[src/rtl/swt_pkg.sv]
// Shared symbol codes and frame states of the single-wire transaction engine.
// Assumes the bit layer presents at most one symbol per clock.
package swt_pkg;

    localparam logic [1:0] SYM_D0    = 2'b00;
    localparam logic [1:0] SYM_D1    = 2'b01;
    localparam logic [1:0] SYM_START = 2'b10;
    localparam logic [1:0] SYM_RESET = 2'b11;

    typedef enum logic [2:0] {
        ST_IDLE = 3'd0,
        ST_HDR  = 3'd1,
        ST_LOAD = 3'd2,
        ST_DATA = 3'd3,
        ST_PAR  = 3'd4,
        ST_ACK  = 3'd5
    } st_e;

endpackage

[src/rtl/swt_devnum.sv]
// Own device number from the strap pins: strap value plus one.
// Assumes DEV_W is wide enough to hold 2**STRAP_W.
module swt_devnum #(
    parameter int STRAP_W = 2,
    parameter int DEV_W   = 3
) (
    input  logic [STRAP_W-1:0] strap,
    output logic [DEV_W-1:0]   own_dev
);

    // map strap code to device number 1..2**STRAP_W
    always_comb begin
        own_dev = DEV_W'(strap) + DEV_W'(1);
    end

endmodule

[src/rtl/swt_frame_ctl.sv]
// Frame sequencer: header collection, address decode, data/parity/ack slot
// counting, commit and bus-error decisions.
// Assumes symbols are at least two clocks apart so the LOAD cycle fits.
module swt_frame_ctl
    import swt_pkg::*;
#(
    parameter int              DEV_W     = 3,
    parameter int              ADDR_W    = 6,
    parameter int              DATA_W    = 16,
    parameter int              NARROW_W  = 8,
    parameter logic [ADDR_W-1:0] CTRL_ADDR = 6'd5
) (
    input  logic              clk,
    input  logic              rst_n,
    input  logic              sym_vld,
    input  logic [1:0]        sym_code,
    input  logic [DEV_W-1:0]  own_dev,
    input  logic              reg_wide,
    input  logic              par_ok,
    output st_e               st_o,
    output logic              rd_q,
    output logic              bcast_q,
    output logic [ADDR_W-1:0] addr_q,
    output logic              wide_q,
    output logic              hdr_bit_en,
    output logic              data_bit_en,
    output logic              load_en,
    output logic              clr_en,
    output logic              par_bit_en,
    output logic              commit_q,
    output logic              berr_q
);

    localparam int HDR_W  = DEV_W + ADDR_W + 1;
    localparam int HCNT_W = $clog2(HDR_W + 1);
    localparam int DCNT_W = $clog2(DATA_W + 1);

    st_e                 st;
    logic [HDR_W-2:0]    hdr_q;
    logic [HDR_W-1:0]    hdr_nx;
    logic [HCNT_W-1:0]   hcnt;
    logic [DCNT_W-1:0]   dcnt;
    logic [DCNT_W-1:0]   last_idx;
    logic                bit_vld;
    logic                bit_val;
    logic                is_start;
    logic                is_rst;
    logic [DEV_W-1:0]    dev_nx;
    logic [ADDR_W-1:0]   addr_nx;
    logic                rw_nx;
    logic                accept;

    // classify the incoming symbol
    always_comb begin
        bit_vld  = sym_vld && !sym_code[1];
        bit_val  = sym_code[0];
        is_start = sym_vld && (sym_code == SYM_START);
        is_rst   = sym_vld && (sym_code == SYM_RESET);
    end

    // header fields as they stand once the current bit is included
    always_comb begin
        hdr_nx  = {hdr_q, bit_val};
        dev_nx  = hdr_nx[HDR_W-1 -: DEV_W];
        addr_nx = hdr_nx[ADDR_W:1];
        rw_nx   = hdr_nx[0];
        if (rw_nx)
            accept = (dev_nx == own_dev);
        else
            accept = (dev_nx == own_dev) ||
                     ((dev_nx == '0) && (addr_nx == CTRL_ADDR));
    end

    // index of the final data bit for the register size latched at LOAD
    always_comb begin
        last_idx = wide_q ? DCNT_W'(DATA_W - 1) : DCNT_W'(NARROW_W - 1);
    end

    // per-cycle strobes for the datapath
    always_comb begin
        hdr_bit_en  = (st == ST_HDR)  && bit_vld && !is_start;
        data_bit_en = (st == ST_DATA) && bit_vld;
        load_en     = (st == ST_LOAD) && !is_start && !is_rst;
        clr_en      = is_start;
        par_bit_en  = (st == ST_PAR)  && bit_vld && !rd_q;
        st_o        = st;
    end

    // frame state, counters and one-cycle result pulses
    always_ff @(posedge clk) begin
        if (!rst_n) begin
            st       <= ST_IDLE;
            hdr_q    <= '0;
            hcnt     <= '0;
            dcnt     <= '0;
            rd_q     <= 1'b0;
            bcast_q  <= 1'b0;
            addr_q   <= '0;
            wide_q   <= 1'b0;
            commit_q <= 1'b0;
            berr_q   <= 1'b0;
        end else begin
            commit_q <= 1'b0;
            berr_q   <= 1'b0;
            if (is_rst) begin
                st <= ST_IDLE;
            end else if (is_start) begin
                st   <= ST_HDR;
                hcnt <= '0;
            end else begin
                case (st)
                    ST_HDR: begin
                        if (bit_vld) begin
                            hdr_q <= hdr_nx[HDR_W-2:0];
                            hcnt  <= hcnt + HCNT_W'(1);
                            if (hcnt == HCNT_W'(HDR_W - 1)) begin
                                rd_q    <= rw_nx;
                                bcast_q <= (dev_nx == '0);
                                addr_q  <= addr_nx;
                                st      <= accept ? ST_LOAD : ST_IDLE;
                            end
                        end
                    end
                    ST_LOAD: begin
                        wide_q <= reg_wide;
                        dcnt   <= '0;
                        st     <= ST_DATA;
                    end
                    ST_DATA: begin
                        if (bit_vld) begin
                            dcnt <= dcnt + DCNT_W'(1);
                            if (dcnt == last_idx)
                                st <= ST_PAR;
                        end
                    end
                    ST_PAR: begin
                        if (bit_vld)
                            st <= ST_ACK;
                    end
                    ST_ACK: begin
                        if (bit_vld) begin
                            st <= ST_IDLE;
                            if (rd_q) begin
                                berr_q <= !bit_val;
                            end else begin
                                commit_q <= par_ok && bit_val;
                                berr_q   <= !(par_ok && bit_val);
                            end
                        end
                    end
                    default: ;
                endcase
            end
        end
    end

endmodule

[src/rtl/swt_datapath.sv]
// Shared data shift register and running even-parity accumulator.
// Read data is loaded MSB-aligned and shifted out; write data is shifted in
// so an 8-bit value ends in the low byte. Parity covers every bus bit seen.
module swt_datapath #(
    parameter int DATA_W   = 16,
    parameter int NARROW_W = 8
) (
    input  logic              clk,
    input  logic              rst_n,
    input  logic              clr_en,
    input  logic              hdr_bit_en,
    input  logic              data_bit_en,
    input  logic              load_en,
    input  logic              par_bit_en,
    input  logic              bit_val,
    input  logic              reg_wide,
    input  logic [DATA_W-1:0] reg_rdata,
    output logic [DATA_W-1:0] sh_q,
    output logic              acc_q,
    output logic              par_ok_q
);

    localparam int PAD_W = DATA_W - NARROW_W;

    logic [DATA_W-1:0] load_val;

    // align a narrow register to the top of the shifter
    always_comb begin
        load_val = reg_wide ? reg_rdata : (reg_rdata << PAD_W);
    end

    // shift register: load for reads, shift on every data bit
    always_ff @(posedge clk) begin
        if (!rst_n)
            sh_q <= '0;
        else if (load_en)
            sh_q <= load_val;
        else if (data_bit_en)
            sh_q <= {sh_q[DATA_W-2:0], bit_val};
    end

    // running parity and parity verdict for writes
    always_ff @(posedge clk) begin
        if (!rst_n) begin
            acc_q    <= 1'b0;
            par_ok_q <= 1'b0;
        end else if (clr_en) begin
            acc_q    <= 1'b0;
            par_ok_q <= 1'b0;
        end else if (hdr_bit_en || data_bit_en) begin
            acc_q <= acc_q ^ bit_val;
        end else if (par_bit_en) begin
            par_ok_q <= !(acc_q ^ bit_val);
        end
    end

endmodule

[src/rtl/swt_txn_engine.sv]
// Top of the single-wire slave transaction engine. Frames symbols from the
// bit layer into register reads and writes, drives owned bit slots, commits
// acknowledged writes and reports bus errors.
// Assumes a register file answering reg_rdata/reg_wide combinationally
// from reg_addr, and symbols spaced at least two clocks apart.
module swt_txn_engine
    import swt_pkg::*;
#(
    parameter int                STRAP_W    = 2,
    parameter int                DEV_W      = 3,
    parameter int                ADDR_W     = 6,
    parameter int                DATA_W     = 16,
    parameter int                NARROW_W   = 8,
    parameter logic [ADDR_W-1:0] CTRL_ADDR  = 6'd5,
    parameter logic [DATA_W-1:0] BCAST_MASK = 16'h0003
) (
    input  logic               clk,
    input  logic               rst_n,
    input  logic [STRAP_W-1:0] strap,
    input  logic               sym_vld,
    input  logic [1:0]         sym_code,
    output logic               drv_en,
    output logic               drv_bit,
    output logic [ADDR_W-1:0]  reg_addr,
    output logic [DATA_W-1:0]  reg_wdata,
    output logic [DATA_W-1:0]  reg_wmask,
    output logic               reg_we,
    input  logic [DATA_W-1:0]  reg_rdata,
    input  logic               reg_wide,
    output logic               berr_evt
);

    localparam logic [DATA_W-1:0] NARROW_MASK =
        {{(DATA_W - NARROW_W){1'b0}}, {NARROW_W{1'b1}}};

    logic [DEV_W-1:0]  own_dev;
    st_e               st;
    logic              rd_q;
    logic              bcast_q;
    logic              wide_q;
    logic              hdr_bit_en;
    logic              data_bit_en;
    logic              load_en;
    logic              clr_en;
    logic              par_bit_en;
    logic              commit_q;
    logic              berr_q;
    logic [DATA_W-1:0] sh_q;
    logic              acc_q;
    logic              par_ok_q;

    swt_devnum #(
        .STRAP_W (STRAP_W),
        .DEV_W   (DEV_W)
    ) i_devnum (
        .strap   (strap),
        .own_dev (own_dev)
    );

    swt_frame_ctl #(
        .DEV_W     (DEV_W),
        .ADDR_W    (ADDR_W),
        .DATA_W    (DATA_W),
        .NARROW_W  (NARROW_W),
        .CTRL_ADDR (CTRL_ADDR)
    ) i_frame_ctl (
        .clk         (clk),
        .rst_n       (rst_n),
        .sym_vld     (sym_vld),
        .sym_code    (sym_code),
        .own_dev     (own_dev),
        .reg_wide    (reg_wide),
        .par_ok      (par_ok_q),
        .st_o        (st),
        .rd_q        (rd_q),
        .bcast_q     (bcast_q),
        .addr_q      (reg_addr),
        .wide_q      (wide_q),
        .hdr_bit_en  (hdr_bit_en),
        .data_bit_en (data_bit_en),
        .load_en     (load_en),
        .clr_en      (clr_en),
        .par_bit_en  (par_bit_en),
        .commit_q    (commit_q),
        .berr_q      (berr_q)
    );

    swt_datapath #(
        .DATA_W   (DATA_W),
        .NARROW_W (NARROW_W)
    ) i_datapath (
        .clk         (clk),
        .rst_n       (rst_n),
        .clr_en      (clr_en),
        .hdr_bit_en  (hdr_bit_en),
        .data_bit_en (data_bit_en),
        .load_en     (load_en),
        .par_bit_en  (par_bit_en),
        .bit_val     (sym_code[0]),
        .reg_wide    (reg_wide),
        .reg_rdata   (reg_rdata),
        .sh_q        (sh_q),
        .acc_q       (acc_q),
        .par_ok_q    (par_ok_q)
    );

    // slot ownership: data and parity on reads, acknowledge on writes
    always_comb begin
        drv_en  = 1'b0;
        drv_bit = 1'b0;
        case (st)
            ST_DATA: begin
                drv_en  = rd_q;
                drv_bit = rd_q && sh_q[DATA_W-1];
            end
            ST_PAR: begin
                drv_en  = rd_q;
                drv_bit = rd_q && acc_q;
            end
            ST_ACK: begin
                drv_en  = !rd_q;
                drv_bit = !rd_q && par_ok_q;
            end
            default: ;
        endcase
    end

    // register-file write port and error event
    always_comb begin
        reg_we    = commit_q;
        reg_wdata = sh_q;
        reg_wmask = bcast_q ? BCAST_MASK : (wide_q ? '1 : NARROW_MASK);
        berr_evt  = berr_q;
    end

endmodule

[config.mk]
export PLATFORM = sky130hd
export DESIGN_NAME = swt_txn_engine
export DESIGN_NICKNAME = d
export VERILOG_FILES = /design/src/rtl/swt_pkg.sv /design/src/rtl/swt_devnum.sv /design/src/rtl/swt_frame_ctl.sv /design/src/rtl/swt_datapath.sv /design/src/rtl/swt_txn_engine.sv
export SDC_FILE = /design/constraint.sdc
export NUM_CORES = 1
export LEC_CHECK = 0
export ABC_AREA = 1
export BUFFER_PORTS_ARGS = -buffer_cell sky130_fd_sc_hd__clkbuf_2
export CELL_PAD_IN_SITES_DETAIL_PLACEMENT = 0
export CELL_PAD_IN_SITES_GLOBAL_PLACEMENT = 1
export CORE_MARGIN = 2
export CORE_UTILIZATION = 35
export CTS_CLUSTER_SIZE = 25
export DETAILED_ROUTE_END_ITERATION = 10
export MAX_ROUTING_LAYER = met4
export PLACE_DENSITY = 0.76
export SLEW_MARGIN = 0
export SYNTH_ARGS = -nofsm -noshare
export SYNTH_HDL_FRONTEND = slang
export SYNTH_SLANG_ARGS = --single-unit
[constraint.sdc]
create_clock -name clk -period 1.7 [get_ports clk]
set_clock_uncertainty 0.15 [all_clocks]
set_input_delay 0.34 -clock clk [delete_from_list [all_inputs] [get_ports clk]]
set_output_delay 0.34 -clock clk [all_outputs]
set_load 0.03 [all_outputs]
==> impl_results.html <==
<table>
<tr><th>Metric</th><th>Value</th></tr>
<tr><th colspan="2">Setup path</th></tr>
<tr><td>Critical path type</td><td>flip-flop to output port</td></tr>
<tr><td>Required time at the worst-slack endpoint</td><td>1210 ps</td></tr>
<tr><td>CP endpoint kind</td><td>output port</td></tr>
<tr><td>Data arrival time of the critical path</td><td>1410 ps</td></tr>
<tr><td>Kind of cell adding the most delay to the critical path</td><td>compound AO/OA/AOI/OAI gates</td></tr>
<tr><td>Worst path most repeated cell</td><td>sky130_fd_sc_hd__nand2_2</td></tr>
<tr><td>Crit-path slowest cell</td><td>sky130_fd_sc_hd__dfxtp_4</td></tr>
<tr><td>Total buffers and inverters traversed by the critical path</td><td>1</td></tr>
<tr><td>Worst reg2reg path depth</td><td>10</td></tr>
<tr><td>Cell-by-cell listing of the critical path</td><td>nand2_2 &gt; o21ai_2 &gt; nand2_2 &gt; a21oi_2 &gt; o21bai_4 &gt; buf_8</td></tr>
<tr><td>Stages on worst setup path</td><td>6</td></tr>
<tr><td>Longest individual stage delay on the worst path</td><td>400 ps</td></tr>
<tr><td>Kind of launch point of the worst setup path</td><td>flip-flop</td></tr>
<tr><td>Top fanout value on the critical path</td><td>4</td></tr>
<tr><th colspan="2">Route</th></tr>
<tr><td>Number of vias after detailed routing</td><td>2,567</td></tr>
<tr><td>Number of design rule violations left after detail routing</td><td>0</td></tr>
<tr><td>Initial DRT Pass Iterations</td><td>4</td></tr>
<tr><td>Drt initial violations</td><td>104</td></tr>
<tr><td>Vias per Instance</td><td>4.83</td></tr>
<tr><td>Mean routed wirelength per cell</td><td>12.8 um</td></tr>
<tr><td>Number of nets still failing antenna checks after routing</td><td>0</td></tr>
<tr><td>Sum of routed wire length over all layers</td><td>6.79 mm</td></tr>
<tr><th colspan="2">Final layout</th></tr>
<tr><td>Layout cell share with drive strength beyond 1</td><td>35.4%</td></tr>
<tr><td>Antenna fix cells</td><td>0</td></tr>
<tr><td>Net count, final</td><td>459</td></tr>
<tr><td>Post-route cell area</td><td>3460 um2</td></tr>
<tr><td>Leading cell types in the layout, fill and taps excluded</td><td>53 x sky130_fd_sc_hd__nand2_1, 53 x sky130_fd_sc_hd__clkbuf_2, 46 x sky130_fd_sc_hd__dfxtp_1</td></tr>
<tr><td>FILL cells</td><td>777</td></tr>
<tr><td>Area grow syn2layout</td><td>30.9%</td></tr>
<tr><th colspan="2">Pwr</th></tr>
<tr><td>Leakage dissipation</td><td>1.52 nW</td></tr>
<tr><td>Max IR drop VDD</td><td>0.449 mV</td></tr>
<tr><td>Pwr Density</td><td>771 nW/um2</td></tr>
<tr><th colspan="2">Place</th></tr>
<tr><td>Final weighted congestion in routability-driven placement</td><td>0.987</td></tr>
<tr><td>Dpl hpwl</td><td>5.02 mm</td></tr>
<tr><td>I/O Buffers</td><td>63</td></tr>
<tr><td>Placed cell area</td><td>3100 um2</td></tr>
<tr><th colspan="2">Global route</th></tr>
<tr><td>Antenna violations before repair</td><td>0</td></tr>
<tr><td>Overall fraction of global-route tracks in use</td><td>16.5%</td></tr>
<tr><td>Gr ovfl total</td><td>0</td></tr>
<tr><td>Wire length of the first global-routing pass</td><td>10.9 mm</td></tr>
<tr><td>Maximum number of pins on one net before global-route repair</td><td>33</td></tr>
<tr><td>Vias in the first global route</td><td>2,279</td></tr>
<tr><th colspan="2">Clocking</th></tr>
<tr><td>Number of buffers created by CTS</td><td>5</td></tr>
<tr><td># H-tree levels</td><td>2</td></tr>
<tr><td>Cts-stage hold buffer count</td><td>0</td></tr>
<tr><td>CTS tree</td><td>yes</td></tr>
<tr><td>Reg clk slew, reported paths</td><td>100 ps</td></tr>
<tr><td>Insertion delay of the later-clocked pin in the worst-skew pair</td><td>310 ps</td></tr>
<tr><td>Clock Tree Root</td><td>sky130_fd_sc_hd__clkbuf_8</td></tr>
<tr><td>Sinks on Clock Net</td><td>50</td></tr>
<tr><td>Number of buffers on the longest clock path</td><td>2</td></tr>
<tr><th colspan="2">Timing</th></tr>
<tr><td>Post-route fraction of the period consumed by the critical path</td><td>112%</td></tr>
<tr><td>Final critical path time including I/O delays and setup</td><td>1900 ps</td></tr>
<tr><td>Setup repair after global routing missed its margin</td><td>true</td></tr>
<tr><td>Final Setup Violations</td><td>2</td></tr>
<tr><td>Final hold viol count</td><td>0</td></tr>
<tr><td>Maximum frequency from static timing analysis</td><td>0.527 GHz</td></tr>
<tr><td>Worst hold margin</td><td>141 ps</td></tr>
<tr><td>Setup slack of the critical path after layout</td><td>-197 ps</td></tr>
<tr><td>Number of max-slew violations in the final report</td><td>0</td></tr>
<tr><th colspan="2">Logic synthesis</th></tr>
<tr><td>Synth Cell Area</td><td>2640 um2</td></tr>
<tr><td>Adder-cell share of the synthesized area</td><td>1.89%</td></tr>
<tr><td>Multiplexer share of the synthesized area</td><td>2.98%</td></tr>
<tr><td>Mean post-synth cell area</td><td>7.42 um2</td></tr>
<tr><td>Post-Synth Simple-Gate Area</td><td>24.8%</td></tr>
<tr><td>Synth Instances</td><td>356</td></tr>
<tr><td>Complex-gate fraction of the synthesized area</td><td>18.4%</td></tr>
<tr><td>Xor-xnor portion of the synthesized cell area</td><td>1.33%</td></tr>
<tr><td>Dominant combinational cell family by area after synthesis</td><td>simple AND/OR/NAND/NOR gates</td></tr>
<tr><td>Warnings from Yosys</td><td>0</td></tr>
<tr><td>Register area share after synthesis</td><td>37.9%</td></tr>
<tr><td>Number of different library cells in the post-synthesis netlist</td><td>35</td></tr>
<tr><td>Post-synthesis register bit count</td><td>50</td></tr>
<tr><th colspan="2">Min path</th></tr>
<tr><td>Min-delay worst type</td><td>input port to flip-flop</td></tr>
<tr><td>Worst Hold Path Cells</td><td>3</td></tr>
<tr><th colspan="2">Floorplanning</th></tr>
<tr><td>Horizontal die dimension</td><td>90.9 um</td></tr>
<tr><td>Area of the die</td><td>8260 um2</td></tr>
<tr><td>Area of the placeable core</td><td>7290 um2</td></tr>
<tr><td>Vertical die dimension</td><td>90.9 um</td></tr>
<tr><td>IO Count</td><td>66</td></tr>
<tr><td>Rows</td><td>31</td></tr>
<tr><td>Initial core utilization</td><td>36.2%</td></tr>
<tr><th colspan="2">Outcome</th></tr>
<tr><td>Status</td><td>complete, but fails checks</td></tr>
<tr><td>Failing checks</td><td>setup timing</td></tr>
<tr><th colspan="2">Flow run</th></tr>
<tr><td>Max-cap violation count</td><td>0</td></tr>
</table>
[cells by family (layout without fill, tap and decap cells)]
group,after synthesis,in the layout
multiplexers,7,7
adder cells (fa/ha/maj),4,4
AND/OR/NAND/NOR,135,135
other,1,2
buffers and inverters,64,139
flip-flops,50,50
AO/OA/AOI/OAI,91,91
XOR/XNOR,4,4
[final timing paths]
check	from	endpoint	slack [ps]
max reg2reg	i_frame_ctl.st_o[1]$_SDFFE_PP0P_	i_frame_ctl.addr_q[4]$_SDFFE_PN0P_	90
min reg2reg	i_frame_ctl.dcnt[1]$_SDFFE_PN0P_	i_frame_ctl.dcnt[1]$_SDFFE_PN0P_	340
max	i_frame_ctl.st_o[0]$_SDFFE_PP0P_	drv_bit	-200
min	reg_rdata[7]	i_datapath.sh_q[7]$_SDFFE_PN0P_	140
[cell usage after synthesis, drive strengths merged]
cell type	count	area, um2
a211oi	6	45.0
a21oi	28	140
a31oi	9	56.3
buf	25	188
clkbuf	3	11.3
clkinv	1	3.75
conb	1	3.75
dfxtp	50	1000
ha	4	50.1
inv	35	131
mux2	7	78.8
nand2	64	263
nand3	19	95.1
nand4	3	33.8
nor2	37	191
nor3	8	40.0
nor3b	1	12.5
nor4	2	12.5
o21ai	46	230
o21bai	1	7.51
o22ai	1	6.26
or2	1	6.26
xnor2	3	26.3
xor2	1	8.76
[sequential cells by signal (all words and copies together), names as in the netlist]
name	flops
i_frame_ctl.hdr_q	9
i_datapath.par_ok_q	1
i_frame_ctl.rd_q	1
i_frame_ctl.berr_q	1
i_frame_ctl.st_o	3
i_frame_ctl.commit_q	1
i_datapath.acc_q	1
i_frame_ctl.addr_q	6
i_datapath.sh_q	16
i_frame_ctl.bcast_q	1
i_frame_ctl.hcnt	4
i_frame_ctl.wide_q	1
i_frame_ctl.dcnt	5
[layer usage]
metal	GRT usage, %	vias to the layer above	wire length (um)
met5	-	-	0
met1	21.3	1170	3220
met2	26.4	69	3130
li1	-	1324	-
met3	3.51	4	356
met4	4.67	0	86
[worst reg2reg max path: cells and delay by family, from the launching register on]
family,cells,cell delay (ps)
AND/OR/NAND/NOR,3,370
AO/OA/AOI/OAI,2,190
buffers and inverters,5,500
flip-flops,1,350
[through the flow]
stage,total power [mW],worst slack (ps),instances,setup TNS [ps],util (%)
floorplan,1.66,64.6,357,0,-
global placement,1.82,43.6,514,0,42.6
detailed placement,1.82,-30.4,514,-30.4,42.6
CTS,2.63,-156,527,-334,45.5
global route,2.81,-241,531,-443,47.4
finish,2.67,-197,531,-296,47.4
[where the power goes]
part | leakage (nW) | total [mW] | internal (mW) | switching (mW)
clock | 0.0502 | 0.764 | 0.306 | 0.458
sequential | 0.406 | 1.28 | 1.23 | 0.0492
combinational | 1.07 | 0.628 | 0.256 | 0.372
[layout make-up]
type,count,area [um2],area share [%]
clock inverters,3,28.8,0.832
repair buffers,95,652,18.8
inverters,36,143,4.12
flip-flops and latches,50,1010,29.2
multi-input cells,243,1430,41.4
well taps,99,124,3.58
clock buffers,5,68.8,1.99
[timing repair]
action	CTS	global route
pin swaps	2	5
buffers inserted	5	4
resized for setup	26	50
endpoints found under the setup margin	10	33
(Power assumes the default switching activity.)
